[config.mk]
export PLATFORM = sky130hd
export DESIGN_NAME = sstx_frame_tx
export DESIGN_NICKNAME = d
export VERILOG_FILES = /design/src/rtl/sstx_pkg.sv /design/src/rtl/sstx_clk_pick.sv /design/src/rtl/sstx_start_det.sv /design/src/rtl/sstx_hold.sv /design/src/rtl/sstx_frame_tx.sv
export SDC_FILE = /design/constraint.sdc
export NUM_CORES = 1
export LEC_CHECK = 0
export BUFFER_PORTS_ARGS = -buffer_cell sky130_fd_sc_hd__buf_2
export CAP_MARGIN = 20
export CORE_MARGIN = 5
export CORE_UTILIZATION = 45
export DETAILED_ROUTE_END_ITERATION = 16
export SETUP_SLACK_MARGIN = 0.05
export SYNTH_ARGS = -nofsm -noshare
export SYNTH_HDL_FRONTEND = slang
export SYNTH_SLANG_ARGS = --single-unit
[constraint.sdc]
create_clock -name clk -period 2.9 [get_ports clk]
set_input_delay 0.58 -clock clk [delete_from_list [all_inputs] [get_ports clk]]
set_output_delay 0.58 -clock clk [all_outputs]
set_load 0.01 [all_outputs]
[src/rtl/sstx_pkg.sv]
package sstx_pkg;
    typedef enum logic [1:0] {
        ST_IDLE = 2'd0,
        ST_SYNC = 2'd1,
        ST_DATA = 2'd2
    } sstx_state_e;

    localparam logic [1:0] START_NOW  = 2'd0;
    localparam logic [1:0] START_RISE = 2'd1;
    localparam logic [1:0] START_FALL = 2'd2;
endpackage

[src/rtl/sstx_clk_pick.sv]
module sstx_clk_pick (
    input  logic clk,
    input  logic rst_n,
    input  logic sel_rx,
    input  logic txc_pin,
    input  logic rxc_pin,
    output logic tick
);
    logic sel_clk;
    logic sel_q;

    assign sel_clk = sel_rx ? rxc_pin : txc_pin;

    always_ff @(posedge clk or negedge rst_n) begin
        if (!rst_n) sel_q <= 1'b0;
        else        sel_q <= sel_clk;
    end

    assign tick = sel_clk & ~sel_q;
endmodule

[src/rtl/sstx_start_det.sv]
module sstx_start_det
    import sstx_pkg::*;
(
    input  logic       clk,
    input  logic       rst_n,
    input  logic [1:0] mode,
    input  logic       fs_in,
    output logic       start_ev
);
    logic fs_q;

    always_ff @(posedge clk or negedge rst_n) begin
        if (!rst_n) fs_q <= 1'b0;
        else        fs_q <= fs_in;
    end

    always_comb begin
        unique case (mode)
            START_RISE: start_ev = fs_in & ~fs_q;
            START_FALL: start_ev = ~fs_in & fs_q;
            default:    start_ev = 1'b1;
        endcase
    end
endmodule

[src/rtl/sstx_hold.sv]
module sstx_hold #(
    parameter int DW = 32
) (
    input  logic          clk,
    input  logic          rst_n,
    input  logic          wr_hold,
    input  logic [DW-1:0] wr_data,
    input  logic          clr_ovr,
    input  logic          take,
    output logic          hold_valid,
    output logic [DW-1:0] hold_data,
    output logic          overrun
);
    always_ff @(posedge clk or negedge rst_n) begin
        if (!rst_n) begin
            hold_valid <= 1'b0;
            hold_data  <= '0;
            overrun    <= 1'b0;
        end else begin
            if (take) begin
                hold_valid <= 1'b0;
            end else if (wr_hold && !hold_valid) begin
                hold_valid <= 1'b1;
                hold_data  <= wr_data;
            end
            if (wr_hold && hold_valid) overrun <= 1'b1;
            else if (clr_ovr)          overrun <= 1'b0;
        end
    end

    assert_overrun_set_R9: assert property (@(posedge clk) disable iff (!rst_n)
        (wr_hold && hold_valid) |=> overrun);
    assert_discard_keeps_data_R9: assert property (@(posedge clk) disable iff (!rst_n)
        (wr_hold && hold_valid && !take) |=> (hold_valid && $stable(hold_data)));
endmodule

[src/rtl/sstx_frame_tx.sv]
module sstx_frame_tx
    import sstx_pkg::*;
#(
    parameter int DW     = 32,
    parameter int SYNC_W = 16
) (
    input  logic          clk,
    input  logic          rst_n,
    input  logic          wr_en,
    input  logic [1:0]    wr_addr,
    input  logic [DW-1:0] wr_data,
    input  logic          txc_pin,
    input  logic          rxc_pin,
    input  logic          fs_in,
    output logic          sd_out,
    output logic          fs_out,
    output logic          fs_oe,
    output logic          tx_ready,
    output logic          tx_empty,
    output logic          tx_overrun
);
    localparam int DLW   = $clog2(DW);
    localparam int SLW   = $clog2(SYNC_W + 1);
    localparam int CNTW  = (DLW > SLW) ? DLW : SLW;
    localparam int P_DL  = 2;
    localparam int P_SL  = P_DL + DLW;
    localparam int P_LSB = P_SL + SLW;
    localparam int P_MST = P_LSB + 1;
    localparam int P_CS  = P_MST + 1;

    logic [1:0]        cfg_start;
    logic [DLW-1:0]    cfg_dlen;
    logic [SLW-1:0]    cfg_slen;
    logic              cfg_lsb, cfg_mst, cfg_cs;
    logic [SYNC_W-1:0] sync_reg;

    logic wr_mode, wr_sync, wr_hold;
    logic tick, start_ev, take, hold_valid;
    logic [DW-1:0] hold_data;

    sstx_state_e       state_q, state_d;
    logic [CNTW-1:0]   cnt_q;
    logic [DW-1:0]     shift_q;
    logic [SYNC_W-1:0] sync_sh;
    logic              fs_pulse;

    logic [DLW-1:0]  dlen_eff;
    logic [SLW-1:0]  slen_eff;
    logic [CNTW-1:0] data_last, sync_last;

    assign wr_mode = wr_en && (wr_addr == 2'd0);
    assign wr_sync = wr_en && (wr_addr == 2'd1);
    assign wr_hold = wr_en && (wr_addr == 2'd2);

    always_ff @(posedge clk or negedge rst_n) begin
        if (!rst_n) begin
            cfg_start <= START_NOW;
            cfg_dlen  <= DLW'(7);
            cfg_slen  <= '0;
            cfg_lsb   <= 1'b0;
            cfg_mst   <= 1'b0;
            cfg_cs    <= 1'b0;
            sync_reg  <= '0;
        end else begin
            if (wr_mode) begin
                cfg_start <= wr_data[1:0];
                cfg_dlen  <= wr_data[P_DL +: DLW];
                cfg_slen  <= wr_data[P_SL +: SLW];
                cfg_lsb   <= wr_data[P_LSB];
                cfg_mst   <= wr_data[P_MST];
                cfg_cs    <= wr_data[P_CS];
            end
            if (wr_sync) sync_reg <= wr_data[SYNC_W-1:0];
        end
    end

    assign dlen_eff  = (cfg_dlen == '0) ? DLW'(1) : cfg_dlen;
    assign slen_eff  = (cfg_slen > SLW'(SYNC_W)) ? SLW'(SYNC_W) : cfg_slen;
    assign data_last = CNTW'(dlen_eff);
    assign sync_last = CNTW'(slen_eff) - CNTW'(1);

    sstx_clk_pick u_clk (
        .clk     (clk),
        .rst_n   (rst_n),
        .sel_rx  (cfg_cs),
        .txc_pin (txc_pin),
        .rxc_pin (rxc_pin),
        .tick    (tick)
    );

    sstx_start_det u_start (
        .clk      (clk),
        .rst_n    (rst_n),
        .mode     (cfg_start),
        .fs_in    (fs_in),
        .start_ev (start_ev)
    );

    sstx_hold #(.DW(DW)) u_hold (
        .clk        (clk),
        .rst_n      (rst_n),
        .wr_hold    (wr_hold),
        .wr_data    (wr_data),
        .clr_ovr    (wr_mode),
        .take       (take),
        .hold_valid (hold_valid),
        .hold_data  (hold_data),
        .overrun    (tx_overrun)
    );

    // Next-state logic
    always_comb begin
        state_d = state_q;
        take    = 1'b0;
        unique case (state_q)
            ST_IDLE: if (hold_valid && start_ev) begin
                take    = 1'b1;
                state_d = (slen_eff != '0) ? ST_SYNC : ST_DATA;
            end
            ST_SYNC: if (tick && cnt_q == sync_last) state_d = ST_DATA;
            ST_DATA: if (tick && cnt_q == data_last) state_d = ST_IDLE;
            default: state_d = ST_IDLE;
        endcase
    end

    // State register
    always_ff @(posedge clk or negedge rst_n) begin
        if (!rst_n) state_q <= ST_IDLE;
        else        state_q <= state_d;
    end

    // Datapath registers
    always_ff @(posedge clk or negedge rst_n) begin
        if (!rst_n) begin
            cnt_q    <= '0;
            shift_q  <= '0;
            sync_sh  <= '0;
            fs_pulse <= 1'b0;
        end else begin
            if (state_d != state_q)               cnt_q <= '0;
            else if (tick && state_q != ST_IDLE)  cnt_q <= cnt_q + CNTW'(1);

            if (take)
                shift_q <= hold_data;
            else if (state_q == ST_DATA && tick)
                shift_q <= cfg_lsb ? (shift_q >> 1) : (shift_q << 1);

            if (take)
                sync_sh <= sync_reg << (SLW'(SYNC_W) - slen_eff);
            else if (state_q == ST_SYNC && tick)
                sync_sh <= sync_sh << 1;

            if (take)      fs_pulse <= cfg_mst;
            else if (tick) fs_pulse <= 1'b0;
        end
    end

    // Outputs
    always_comb begin
        unique case (state_q)
            ST_SYNC: sd_out = sync_sh[SYNC_W-1];
            ST_DATA: sd_out = cfg_lsb ? shift_q[0] : shift_q[dlen_eff];
            default: sd_out = 1'b0;
        endcase
        fs_out   = fs_pulse;
        fs_oe    = cfg_mst;
        tx_ready = !hold_valid;
        tx_empty = !hold_valid && (state_q == ST_IDLE);
    end

    assert_wait_for_start_R1: assert property (@(posedge clk) disable iff (!rst_n)
        (state_q == ST_IDLE && !start_ev) |=> (state_q == ST_IDLE));
    assert_ready_after_move_R6: assert property (@(posedge clk) disable iff (!rst_n)
        take |=> tx_ready);
    assert_empty_rise_R7: assert property (@(posedge clk) disable iff (!rst_n)
        $rose(tx_empty) |-> ($past(state_q) == ST_DATA));
    assert_fs_pulse_start_R8: assert property (@(posedge clk) disable iff (!rst_n)
        $rose(fs_out) |-> $past(state_q == ST_IDLE && cfg_mst));
    assert_count_bound_R3: assert property (@(posedge clk) disable iff (!rst_n)
        (state_q == ST_DATA) |-> (cnt_q <= data_last));
    assert_idle_quiet_R10: assert property (@(posedge clk) disable iff (!rst_n)
        (state_q == ST_IDLE) |-> !sd_out);
endmodule

Yosys cells after proc, flatten, opt, wreduce, memory -nomap -nowiden
Cells that the tools add are included.
Operators by class
  shift operators: 1
  reduce and logical (&&, ||, !) cells: 25
  eq/ne operators: 9
  add/subtract/negate cells: 3
  muxes and demuxes: 28
  bitwise operators: 7
  order comparisons: 2
Operators with widths (count)
  32-bit 2-to-1 mux: 3
  16-bit 2-to-1 mux: 2
  5-bit 2-to-1 mux: 4
  16-bit by 5-bit << shifter with 16-bit output: 1
  2-bit nonzero test: 7
  1-bit logical AND: 12
  1-bit 2-to-1 mux: 11
  5-bit equality test: 2
  2-bit 2-to-1 mux: 4
  2-bit by 1-bit equality test with 1-bit output, second input constant: 3
  2-bit equality test, second input constant: 3
  5-bit by 6-bit less-than comparator with 1-bit output, second input constant: 1
  2-bit one-hot mux with 3 select lines: 1
  5-bit by 1-bit adder with 5-bit output, second input constant: 1
  1-bit binary-select mux with 5-bit select: 1
  5-bit > comparator, second input constant: 1
  5-bit logical NOT: 1
  5-bit nonzero test: 1
  5-bit by 1-bit subtractor with 5-bit output, second input constant: 1
  5-bit subtractor, first input constant: 1
  2-bit logical NOT: 2
  1-bit inverter: 4
  1-bit one-hot mux with 2 select lines: 2
  1-bit bitwise AND: 3
  other kinds (3): 3
Word-level totals
  register bits: 123
  input port bits: 40
  output and inout bits: 6

Depth between registers and ports, before layout
  depth after elaboration: 9
  depth in mapped cells: 11
  depth with buffers taken out: 10

Modules after synthesis
A second synthesis with hierarchy kept.
Second synthesis, totals
  cell total of the unflattened synthesis: 655
  area total of the unflattened synthesis: 6915.4 um^2
Modules (own cells, without submodules)
  sstx_frame_tx: cells each 568, area each 5492.8 um^2, instances 1
  sstx_hold: cells each 75, area each 1283.7 um^2, instances 1
  sstx_start_det: cells each 9, area each 85.1 um^2, instances 1
  sstx_clk_pick: cells each 3, area each 53.8 um^2, instances 1

Least setup slack after synthesis
Ideal clock, no wire load.
  kind: register to register
  start point: reg cfg_slen[4]
  end point: reg sync_sh[10]
  data required time: 2.780 ns
  arrival: 2.300 ns
  slack: 0.480 ns
  buffers on the path: 3
  clock period less this slack: 2.420 ns
  stages on the path, launching flop included: 10
  cells stage by stage: dfrtp_1 -> nor2b_2 -> buf_6 -> inv_2 -> ha_1 -> clkbuf_1 -> clkbuf_1 -> mux2i_1 -> a21oi_1 -> a31o_2
Between the ends
  word-level cells in the longest chain between the ends: 5
RTL lines
  start: declaration: RTL line sstx_frame_tx.sv:33  | logic [SLW-1:0] cfg_slen;
  start signal: assignment: RTL line sstx_frame_tx.sv:68  | cfg_slen <= wr_data[P_SL +: SLW];
  5-bit > comparator: RTL line sstx_frame_tx.sv:78  | assign slen_eff = (cfg_slen > SLW'(SYNC_W)) ? SLW'(SYNC_W) : cfg_slen;
  5-bit 2-to-1 mux *: RTL line sstx_frame_tx.sv:78
  5-bit subtractor *: RTL line sstx_frame_tx.sv:149  | sync_sh <= sync_reg << (SLW'(SYNC_W) - slen_eff);
  16-bit by 5-bit << shifter with 16-bit output *: RTL line sstx_frame_tx.sv:149
  16-bit 2-to-1 mux *: RTL line sstx_frame_tx.sv:148  | if (take)
  end signal: assignment: RTL line sstx_frame_tx.sv:149
  end signal: assignment: RTL line sstx_frame_tx.sv:151  | sync_sh <= sync_sh << 1;
  end: declaration: RTL line sstx_frame_tx.sv:44  | logic [SYNC_W-1:0] sync_sh;
Every way passes the cells marked *; elsewhere a longest branch is shown, timed or not.
A chain may end at the register's enable or synchronous reset.

Final worst setup path
  start point: reg cfg_dlen[0]
  end point: out sd_out
Between the ends
  word-level cells in the longest chain between the ends: 6
RTL lines
  start: declaration: RTL line sstx_frame_tx.sv:32  | logic [DLW-1:0] cfg_dlen;
  start signal: assignment: RTL line sstx_frame_tx.sv:67  | cfg_dlen <= wr_data[P_DL +: DLW];
  5-bit logical NOT: RTL line sstx_frame_tx.sv:77  | assign dlen_eff = (cfg_dlen == '0) ? DLW'(1) : cfg_dlen;
  5-bit 2-to-1 mux *: RTL line sstx_frame_tx.sv:77
  1-bit binary-select mux with 5-bit select *: RTL line sstx_frame_tx.sv:162  | ST_DATA: sd_out = cfg_lsb ? shift_q[0] : shift_q[dlen_eff];
  1-bit 2-to-1 mux (implied by the code) *: RTL line sstx_frame_tx.sv:162
  1-bit 2-to-1 mux *: RTL line sstx_frame_tx.sv:162
  1-bit one-hot mux with 2 select lines *: RTL line sstx_frame_tx.sv:160  | unique case (state_q)
  end: declaration: RTL line sstx_frame_tx.sv:15  | output logic sd_out,
Every way passes the cells marked *; elsewhere a longest branch is shown, timed or not. The select of a mux whose other input is x is not followed.

==> flow_metrics.py <==
metrics = {
    "synth": {
        "post_synth.cell_area_avg_um2": 10.2,
        "netlist_instances": 667,
        "ys_dominant_reg_cell": "dfrtp_1",
        "number_of_synthesized_flops_with_an_enable_pin": 0,
        "synth_nets": 717,
        "ffs_w_async_s_r_synth": 1.00,
        "post-synth-top-area-fraction": 0.439,
        "mappedNetlistArea_um2": 6830,
        "netlist.top_cell.by_area": "dfrtp_1",
        "ys.warnings.count": 0,
        "yosys.cell_types.count": 59,
        "synth_seq_area_share": 0.451,
        "synth_seq_cells": 123,
        "synth_area_leaders": "dfrtp_1 44%, mux2_2 10%, mux2i_1 9.2%, o21ai_0 4.6%, nand2_1 3.8%",
    },
    "cells_and_area": {
        "regArea_um2": 3090,
        "largestRegisters": "shift_q: 32 flops, u_hold.hold_data: 32 flops",
        "nets": 762,
        "areaGrowthSynthToFinish_pct": 16.3,
        "fraction_of_final_layout_cells_sized_beyond_drive_strength_1": 0.269,
        "fill_cells": 1392,
        "postLayoutCoreUtil": 0.529,
        "multi_input_area_um2": 3520,
        "n_antenna_cell": 0,
    },
    "routing": {
        "routed_vias_inst": 5.63,
        "final_antenna_net_count": 0,
        "number_of_detailed_route_iterations_in_the_first_pass": 4,
        "number_of_vias_after_detailed_routing": 5140,
        "postRouteWirelength_um": 16200,
        "drt_iter0_markers": 398,
        "avgRoutedWirePerCell_um": 17.8,
        "post-route-drc-count": 0,
    },
    "pwr": {
        "powerDensity_nw_per_um2": 998,
        "seq_power_share": 0.374,
        "total_leakage_power_nw": 3.41,
        "power.switching_mw": 2.80,
        "combPwrFrac": 0.350,
        "power.internal_mw": 5.13,
        "power.share.switching": 0.353,
        "share_clk_of_total_power": 0.275,
        "max-vdd-ir-drop_mv": 0.422,
        "report.power.total_mw": 7.93,
    },
    "sta": {
        "tns_ps": 0,
        "finalCriticalPeriod_ps": 2840,
        "timing.fmax_mhz": 352,
        "tightest_slew_ps": 689,
        "skew_ps": 6.74,
        "share_of_the_clock_period_used_by_the_worst_path": 0.979,
        "rsz0062_at_grt": "true",
        "slew-limit-headroom": 0.537,
        "slew_viol_final": 0,
        "postLayoutSetupSlackWorst_ps": 59.6,
        "final-hold-violation-count": 0,
        "timing.final.setup_violations": 0,
        "hold_ws_ps": 122,
    },
    "floorplanning": {
        "overall_die_area_um2": 17800,
        "core-area_um2": 15000,
        "start_util": 0.455,
        "row_count": 45,
        "fp.dieW_um": 133,
        "chipHeight_um": 133,
        "ioPinCount": 46,
    },
    "placed_design": {
        "last_weighted_congestion_value_of_the_routability_driven_placer": 0.856,
        "detailedPlace.worstSlack_ps": 226,
        "numPortBuffers": 45,
        "detailed_place_hpwl_um": 11600,
    },
    "clock_network": {
        "cts-htree-levels": 4,
        "tritoncts": "done",
        "cts.sink_count": 123,
        "worst_setup_hold_path_clk_slew_ps": 60,
        "cts.root.buffer_cell": "clkbuf_16",
        "cts_inserted_buffers": 17,
        "clk_path_buf_depth": 2,
        "worst_skew_pair.late_latency_ps": 420,
    },
    "grt": {
        "first_global_vias": 5328,
        "grt_pass1_wl_um": 27300,
        "gr-total-overflow": 0,
        "grt_antenna_before_repair": 1,
        "grt_use_total": 0.192,
        "grt_max_degree": 66,
    },
    "critical_path": {
        "worst_ep_arrival_time_ps": 2260,
        "crit_path_max_fanout": 8,
        "critPathLaunchType": "flop",
        "worst-setup-path-type": "flop to primary output",
        "worstSetupStartpoint": "cfg_dlen[0]",
        "endpoint_kind": "primary output",
        "req_time_crit_path_ps": 2320,
        "crit-reg2reg-launch": "cfg_slen[4]",
    },
    "status": {
        "status": "completed",
    },
    "hold_path": {
        "min-delay-path-class": "input port to asynchronous set/reset pin",
    },
    "run": {
        "max_cap_violations": 0,
    },
}
-- per-stage QoR --
stage | cells | instance area [µm²]
2_1_floorplan | 667 | 6830
6_report | 913 | 7950
5_1_grt | 913 | 7950
4_1_cts | 913 | 7930
3_3_place_gp | 875 | 7250
3_5_place_dp | 875 | 7250
-- logic make-up (layout without fill, tap and decap cells) --
logic type	count (synthesis)	in the layout	share of synthesized area
adders and majority gates	10	10	0.0183
muxes	137	137	0.228
and+or+nand+nor	180	180	0.120
xor gates and xnor gates	15	15	0.0203
AOI/OAI and AO/OA	146	146	0.124
DFF	123	123	0.451
buffers and inverters	56	114	0.0386
-- final cells by class --
cell class              instances  area share
clock buffers                  22      0.0596
clock inverters                10      0.0176
inverters                      13     0.00614
multi-input cells             488       0.442
flip-flops and latches        123       0.388
well taps                     188      0.0296
repair buffers                 69      0.0565
-- layer usage --
| metal | routed length, µm | share of wire | vias up | GRT usage |
|---|---|---|---|---|
| met5 | 0 | 0 | - | 0 |
| met4 | 478 | 0.029 | 0 | 0.0760 |
| met3 | 708 | 0.044 | 37 | 0.0408 |
| met2 | 7800 | 0.48 | 94 | 0.314 |
| met1 | 7220 | 0.45 | 2537 | 0.250 |
| li1 | - | - | 2472 | - |
-- synth_stat cells, drive strengths merged, types with 2 or more instances --
library cell	number
nor2	55
ha	10
buf	17
nand2b	3
clkbuf	26
or2	3
a31oi	7
mux4	8
a31o	2
nand4	5
nand3	12
and3b	2
nor4	3
nand3b	2
o21ai	63
dfstp	3
xor2	5
a21oi	47
xnor2	10
mux2	65
o311ai	2
o21a	9
o2111ai	2
nor3b	2
nand2	70
nor3	14
mux2i	64
nor2b	6
a211oi	3
inv	13
dfrtp	120
-- worst max-delay path: stages (launching register included) --
cell and delay (ps):
dfstp_4 700, mux4_2 520, nand2b_1 90, o311ai_1 100, nand4_1 130, a31oi_2 130, buf_2 170
-- path summary, 6_finish.rpt --
path	to	slack (ps)	cells after the start
max reg2reg	sync_sh[3]	370	9
min reg2reg	shift_q[25]	470	2
max in group asynchronous	u_hold.hold_data[10]	2060	2
max	sd_out	60	6
min in group clk	u_start.fs_q	300	1
min	sync_sh[15]	120	1
-- layout by cell type (no fill, tap or decap), types with 3 or more instances in the layout --
| cell | n |
|---|---|
| xnor2_1 | 10 |
| dfrtp_1 | 119 |
| buf_2 | 44 |
| a31oi_1 | 6 |
| xor2_1 | 4 |
| nand2b_1 | 3 |
| mux2i_1 | 63 |
| mux2_2 | 63 |
| buf_4 | 21 |
| bufinv_16 | 3 |
| clkbuf_8 | 3 |
| clkinvlp_4 | 3 |
| nand3_1 | 12 |
| o21a_1 | 9 |
| a21oi_1 | 46 |
| inv_1 | 12 |
| nor2_1 | 54 |
| nor3_1 | 13 |
| nand4_1 | 5 |
| o21ai_0 | 62 |
| ha_1 | 10 |
| buf_12 | 3 |
| nand2_1 | 69 |
| clkbuf_16 | 17 |
| mux4_2 | 8 |
| nor2b_1 | 4 |
-- repair_timing --
action / in CTS / in global routing
pin swaps: 4 / 6
hold buffers: 0 / 0
setup endpoints to repair: 1 / 1
endpoints found under the hold margin: 0 / 0
gates resized for setup: 6 / 6
buffers inserted: 6 / 0
-- power by group through the flow --
stage | clock network (mW) | logic (mW) | registers (mW)
finish | 2.19 | 2.78 | 2.97
global route | 2.30 | 3.12 | 3.06
CTS | 2.23 | 2.78 | 2.97
detailed placement | 0 | 2.72 | 3.00
global placement | 0 | 2.64 | 2.97
floorplan | 0 | 2.19 | 2.78
Note: power is estimated with default switching activity, not from simulation.
